===== src/rtl/i2c_status_pkg.sv =====
package i2c_status_pkg;
  typedef enum logic [2:0] {
    ST_IDLE,
    ST_ADDR,
    ST_AACK,
    ST_TX,
    ST_MACK
  } rd_state_t;

  localparam int BYTE_BITS = 8;
endpackage


===== src/rtl/i2c_line_sync.sv =====
module i2c_line_sync #(
  parameter int STAGES = 2
) (
  input  logic clk,
  input  logic rst_n,
  input  logic scl_i,
  input  logic sda_i,
  output logic scl_s,
  output logic sda_s,
  output logic scl_rise,
  output logic scl_fall,
  output logic start_ev,
  output logic stop_ev
);
  logic [STAGES-1:0] scl_pipe, sda_pipe;
  logic scl_d, sda_d;

  always_ff @(posedge clk or negedge rst_n) begin
    if (!rst_n) begin
      scl_pipe <= '1;
      sda_pipe <= '1;
      scl_d    <= 1'b1;
      sda_d    <= 1'b1;
    end else begin
      scl_pipe <= {scl_pipe[STAGES-2:0], scl_i};
      sda_pipe <= {sda_pipe[STAGES-2:0], sda_i};
      scl_d    <= scl_pipe[STAGES-1];
      sda_d    <= sda_pipe[STAGES-1];
    end
  end

  assign scl_s    = scl_pipe[STAGES-1];
  assign sda_s    = sda_pipe[STAGES-1];
  assign scl_rise = scl_s & ~scl_d;
  assign scl_fall = ~scl_s & scl_d;
  assign start_ev = scl_s & scl_d & sda_d & ~sda_s;
  assign stop_ev  = scl_s & scl_d & ~sda_d & sda_s;
endmodule


===== src/rtl/lock_qualifier.sv =====
module lock_qualifier #(
  parameter int PERIODS = 8
) (
  input  logic clk,
  input  logic rst_n,
  input  logic lock_raw,
  input  logic ref_tick,
  output logic lock_ok
);
  localparam int CW = $clog2(PERIODS + 1);
  localparam logic [CW-1:0] FULL = CW'(PERIODS);
  localparam logic [CW-1:0] LAST = CW'(PERIODS - 1);

  logic [CW-1:0] cnt;

  always_ff @(posedge clk or negedge rst_n) begin
    if (!rst_n) begin
      cnt     <= '0;
      lock_ok <= 1'b0;
    end else if (!lock_raw) begin
      cnt     <= '0;
      lock_ok <= 1'b0;
    end else if (ref_tick && cnt != FULL) begin
      cnt <= cnt + 1'b1;
      if (cnt == LAST) lock_ok <= 1'b1;
    end
  end
endmodule


===== src/rtl/por_keeper.sv =====
module por_keeper (
  input  logic clk,
  input  logic rst_n,
  input  logic supply_low,
  input  logic eod,
  output logic por
);
  always_ff @(posedge clk or negedge rst_n) begin
    if (!rst_n)          por <= 1'b1;
    else if (supply_low) por <= 1'b1;
    else if (eod)        por <= 1'b0;
  end
endmodule


===== src/rtl/i2c_read_fsm.sv =====
module i2c_read_fsm
  import i2c_status_pkg::*;
#(
  parameter logic [4:0] ADDR_HI = 5'b11000
) (
  input  logic       clk,
  input  logic       rst_n,
  input  logic       sda_s,
  input  logic       scl_rise,
  input  logic       scl_fall,
  input  logic       start_ev,
  input  logic       stop_ev,
  input  logic [1:0] sel_addr,
  input  logic [7:0] status,
  output logic       sda_drive_low,
  output logic       eod,
  output logic       busy
);
  localparam int CNT_W = $clog2(BYTE_BITS + 1);
  localparam logic [CNT_W-1:0] FULL_CNT = CNT_W'(BYTE_BITS);
  localparam logic [CNT_W-1:0] LAST_CNT = CNT_W'(BYTE_BITS - 1);

  rd_state_t        st;
  logic [CNT_W-1:0] bitcnt;
  logic [7:0]       sh;
  logic [7:0]       my_addr;

  assign my_addr = {ADDR_HI, sel_addr, 1'b1};
  assign busy    = (st != ST_IDLE);

  always_ff @(posedge clk or negedge rst_n) begin
    if (!rst_n) begin
      st            <= ST_IDLE;
      bitcnt        <= '0;
      sh            <= '0;
      sda_drive_low <= 1'b0;
      eod           <= 1'b0;
    end else begin
      eod <= 1'b0;
      if (start_ev) begin
        st            <= ST_ADDR;
        bitcnt        <= '0;
        sda_drive_low <= 1'b0;
      end else if (stop_ev) begin
        st            <= ST_IDLE;
        sda_drive_low <= 1'b0;
      end else begin
        case (st)
          ST_ADDR: begin
            if (scl_rise && bitcnt != FULL_CNT) begin
              sh     <= {sh[6:0], sda_s};
              bitcnt <= bitcnt + 1'b1;
            end else if (scl_fall && bitcnt == FULL_CNT) begin
              if (sh == my_addr) begin
                st            <= ST_AACK;
                sda_drive_low <= 1'b1;
              end else begin
                st <= ST_IDLE;
              end
            end
          end
          ST_AACK: begin
            if (scl_fall) begin
              sh            <= status;
              sda_drive_low <= ~status[7];
              bitcnt        <= '0;
              st            <= ST_TX;
            end
          end
          ST_TX: begin
            if (scl_fall) begin
              if (bitcnt == LAST_CNT) begin
                sda_drive_low <= 1'b0;
                st            <= ST_MACK;
              end else begin
                sh            <= {sh[6:0], 1'b0};
                sda_drive_low <= ~sh[6];
                bitcnt        <= bitcnt + 1'b1;
              end
            end
          end
          ST_MACK: begin
            if (scl_rise) begin
              if (sda_s) begin
                eod <= 1'b1;
                st  <= ST_IDLE;
              end else begin
                st <= ST_AACK;
              end
            end
          end
          default: st <= ST_IDLE;
        endcase
      end
    end
  end
endmodule


===== src/rtl/i2c_status_slave.sv =====
module i2c_status_slave #(
  parameter int         SYNC_STAGES  = 2,
  parameter int         LOCK_PERIODS = 8,
  parameter logic [4:0] ADDR_HI      = 5'b11000
) (
  input  logic       clk,
  input  logic       rst_n,
  input  logic       scl_i,
  input  logic       sda_i,
  output logic       sda_drive_low,
  input  logic [1:0] sel_addr,
  input  logic       lock_raw,
  input  logic       ref_tick,
  input  logic [2:0] port_in,
  input  logic [2:0] level_code,
  input  logic       supply_low
);
  logic scl_s, sda_s, scl_rise, scl_fall, start_ev, stop_ev;
  logic lock_ok, por, eod, busy;
  logic [7:0] status;

  i2c_line_sync #(.STAGES(SYNC_STAGES)) u_sync (
    .clk(clk), .rst_n(rst_n), .scl_i(scl_i), .sda_i(sda_i),
    .scl_s(scl_s), .sda_s(sda_s), .scl_rise(scl_rise), .scl_fall(scl_fall),
    .start_ev(start_ev), .stop_ev(stop_ev)
  );

  lock_qualifier #(.PERIODS(LOCK_PERIODS)) u_lock (
    .clk(clk), .rst_n(rst_n), .lock_raw(lock_raw), .ref_tick(ref_tick),
    .lock_ok(lock_ok)
  );

  por_keeper u_por (
    .clk(clk), .rst_n(rst_n), .supply_low(supply_low), .eod(eod), .por(por)
  );

  assign status = {por, lock_ok, port_in, level_code};

  i2c_read_fsm #(.ADDR_HI(ADDR_HI)) u_fsm (
    .clk(clk), .rst_n(rst_n), .sda_s(sda_s), .scl_rise(scl_rise),
    .scl_fall(scl_fall), .start_ev(start_ev), .stop_ev(stop_ev),
    .sel_addr(sel_addr), .status(status), .sda_drive_low(sda_drive_low),
    .eod(eod), .busy(busy)
  );
endmodule


===== config.mk =====
export PLATFORM = sky130hd
export DESIGN_NAME = i2c_status_slave
export DESIGN_NICKNAME = d
export VERILOG_FILES = /design/src/rtl/i2c_status_pkg.sv /design/src/rtl/i2c_line_sync.sv /design/src/rtl/lock_qualifier.sv /design/src/rtl/por_keeper.sv /design/src/rtl/i2c_read_fsm.sv /design/src/rtl/i2c_status_slave.sv
export SDC_FILE = /design/constraint.sdc
export NUM_CORES = 1
export LEC_CHECK = 0
export ABC_AREA = 1
export BUFFER_PORTS_ARGS = -buffer_cell sky130_fd_sc_hd__buf_2
export CAP_MARGIN = 20
export CELL_PAD_IN_SITES_DETAIL_PLACEMENT = 0
export CELL_PAD_IN_SITES_GLOBAL_PLACEMENT = 2
export CORE_ASPECT_RATIO = 0.5
export CORE_MARGIN = 3
export CORE_UTILIZATION = 34
export CTS_BUF_LIST = sky130_fd_sc_hd__clkbuf_16
export CTS_CLUSTER_DIAMETER = 50
export DETAILED_ROUTE_END_ITERATION = 12
export GPL_ROUTABILITY_DRIVEN = 0
export PLACE_DENSITY_LB_ADDON = 0.1
export SETUP_SLACK_MARGIN = 0.15
export SYNTH_ARGS = -nofsm -noshare
export SYNTH_HDL_FRONTEND = slang
export SYNTH_HIERARCHICAL = 1
export SYNTH_SLANG_ARGS = --single-unit

===== constraint.sdc =====
create_clock -name clk -period 2.1 [get_ports clk]
set_clock_uncertainty 0.05 [all_clocks]
set_input_delay 0.315 -clock clk [delete_from_list [all_inputs] [get_ports clk]]
set_output_delay 0.315 -clock clk [all_outputs]
set_load 0.05 [all_outputs]

==> summary.md <==
| Metric | Value |
|---|---|
| All-Layer GR Usage | `14.2%` |
| Dpl ws | `0.349 ns` |
| HP Class | `input port to asynchronous set/reset pin` |
| Sink Count | `29` |
| Peak Freq | `0.576 GHz` |
| Initial Util | `36.5%` |
| Status | `complete, no violations` |
| Post-synthesis cell area | `1870 um2` |
| Worst-margin pin slew | `0.690 ns` |
| FF-to-FF path depth | `9` |
| TNS Setup | `0 ns` |
| Hold Vio Cnt, Final | `0` |
| Core footprint | `5110 um2` |
| Worst Path Required | `2.22 ns` |
| Post-DP HPWL | `3.19 mm` |
| Clk slew on worst S/H paths | `0.05 ns` |
| Max_slew headroom | `54.0%` |
| Antenna violations before repair | `0` |
| Final slew viol count | `0` |
| Via count | `1609` |
| # nets final | `300` |
| Crit-path max FO | `9` |
| Routed WL per cell | `11.9 um` |
| Top Ports | `16` |
| Routed vias/inst | `4.57` |
| Antenna Nets Post-Route | `0` |
| Synth Warn # | `6` |
| Filler Cell Count | `551` |
| GRT overflow | `0` |
| Post-route setup slack | `0.365 ns` |
| Pwr/cell area | `907 nW/um2` |
| CTS tree | `done` |
| RSZ-0062 raised after global routing | `no` |
| First-pass iteration count of the detailed router | `4` |
| Syn Area/Cell | `7.15 um2` |
| Leak | `1.17 nW` |
| Arrival time at the worst endpoint | `1.85 ns` |
| Total Routed Length | `4.20 mm` |
| Slowest-stage cell, CP | `dfstp_2` |
| Crit Path Category | `flop to flop` |
| # Post-CTS Setup Buffers | `0` |
| First-pass GRT wire length | `7.17 mm` |
| DR DRC count | `0` |
| Multi-input combinational cell area | `927 um2` |
| DRT iter0 DRCs | `82` |
| Antenna diode count | `0` |
| # rows | `18` |
| Largest net degree at the start of global routing | `30` |
| Area growth, synth to finish | `16.6%` |
| Synthesized Nets | `280` |
| Number of global-route vias before repair | `1522` |
| # Max-Cap Violations | `0` |
| Cells after synthesis | `261` |
| Tcrit/Tclk final | `82.6%` |
| CP Cell Sequence | `inv_1, nor2_1, inv_1, nand3_1, nand2_1, inv_2, nand2_4, nand2_1, nand2_1` |
| Startpoint types | `flop` |
| Layout cell share with drive strength beyond 1 | `20.6%` |
| H-tree levels | `2` |
| Latest clock arrival within the worst-skew pair | `0.27 ns` |
| Register Area | `734 um2` |
| Maximum vdd drop | `366 uV` |
| Buffers on Ports | `15` |
| Most frequent CP cell | `nand2_1` |
| Layout Utilization | `42.6%` |
| Die Ht | `58.4 um` |
| Die Width | `111 um` |
| Setup-failing EPs final | `0` |
| CTS buffer count | `5` |
| CTS max path bufs | `2` |
| Root buf cell | `clkbuf_16` |
| Crit end category | `flop` |
| Crit path time final | `1.74 ns` |
| Largest stage delay on the critical path | `0.53 ns` |
| Die area | `6470 um2` |
-- per-stage QoR --
step / power (mW) / hold slack (ns) / area (um2) / std cells
3_3_place_gp: 1.18 / 0.296 / 2010 / 344
6_report: 1.97 / 0.0405 / 2180 / 352
4_1_cts: 2.00 / 0.0698 / 2170 / 352
2_1_floorplan: 1.07 / -0.0306 / 1870 / 261
3_5_place_dp: 1.18 / 0.298 / 2010 / 344
5_1_grt: 2.11 / 0.0807 / 2180 / 352
-- sequential cells by signal (all words and copies together) (netlist names) --
| signal | count |
|---|---|
| u_fsm/sda_drive_low | 1 |
| u_sync/scl_d | 1 |
| u_sync/scl_pipe | 2 |
| u_sync/sda_pipe | 2 |
| u_por/por | 1 |
| u_fsm/st | 3 |
| u_fsm/bitcnt | 4 |
| u_fsm/eod | 1 |
| u_lock/cnt | 4 |
| u_sync/sda_d | 1 |
| u_fsm/sh | 8 |
| u_lock/lock_ok | 1 |
-- critical path: cells and delay by family (launching register included) --
family | cells | cell delay (ns)
buffers and inverters | 3 | 0.33
flip-flops | 1 | 0.53
AND/OR/NAND/NOR | 6 | 0.71
-- worst paths after layout --
path,start,end,slack (ns)
worst max-delay path,u_sync/scl_d,u_fsm/sh[1],0.36
worst min-delay path,rst_n,u_fsm/bitcnt[1],0.04
worst max register to register,u_sync/scl_d,u_fsm/sh[1],0.36
worst min register to register,u_sync/scl_pipe[0],u_sync/scl_pipe[1],0.30
max in group asynchronous,rst_n,u_lock/cnt[3],1.52
min in group clk,sda_i,u_sync/sda_pipe[0],0.09
-- repair_timing --
item | CTS | global route
setup endpoints to repair | 0 | 1
gates resized for setup | 0 | 1
hold buffers | 0 | 0
hold endpoints to repair | 0 | 0
-- report_power, final --
| part | switching (mW) | internal [mW] |
|---|---|---|
| clock network | 0.247 | 0.552 |
| registers | 0.109 | 0.677 |
| logic | 0.237 | 0.152 |
| total | 0.594 | 1.38 |
-- area by class of cell --
class                   count  share of cell area [%]
well taps                  70                    4.03
multi-input cells         183                    42.6
repair buffers             17                    4.14
clock inverters             3                    1.78
clock buffers               5                    5.75
flip-flops and latches     29                    33.8
inverters                  45                    7.94
-- layout by cell type (no fill, tap or decap), types with 2 or more instances in the layout --
cell and count:
nand2_1 89, inv_1 39, nand3_1 31, dfrtp_1 22
nor2_1 18, buf_2 15, nand4_1 9, dfstp_2 7
o21ai_0 6, clkbuf_16 5, nor2_2 5, inv_2 5
nand2_2 4, nor2_4 4, ha_1 4, nand2_4 3
clkinv_2 2, o21ai_1 2, buf_4 2
-- layer usage --
layer / vias to the layer above / track usage (%) / routed length, um
met5: - / 0 / 0
met4: 0 / 3.16 / 8
met3: 2 / 5.24 / 144
met2: 22 / 22.1 / 1810
met1: 740 / 19.2 / 2230
li1: 845 / - / -
No activity file was read; power rests on OpenSTA's default activity.
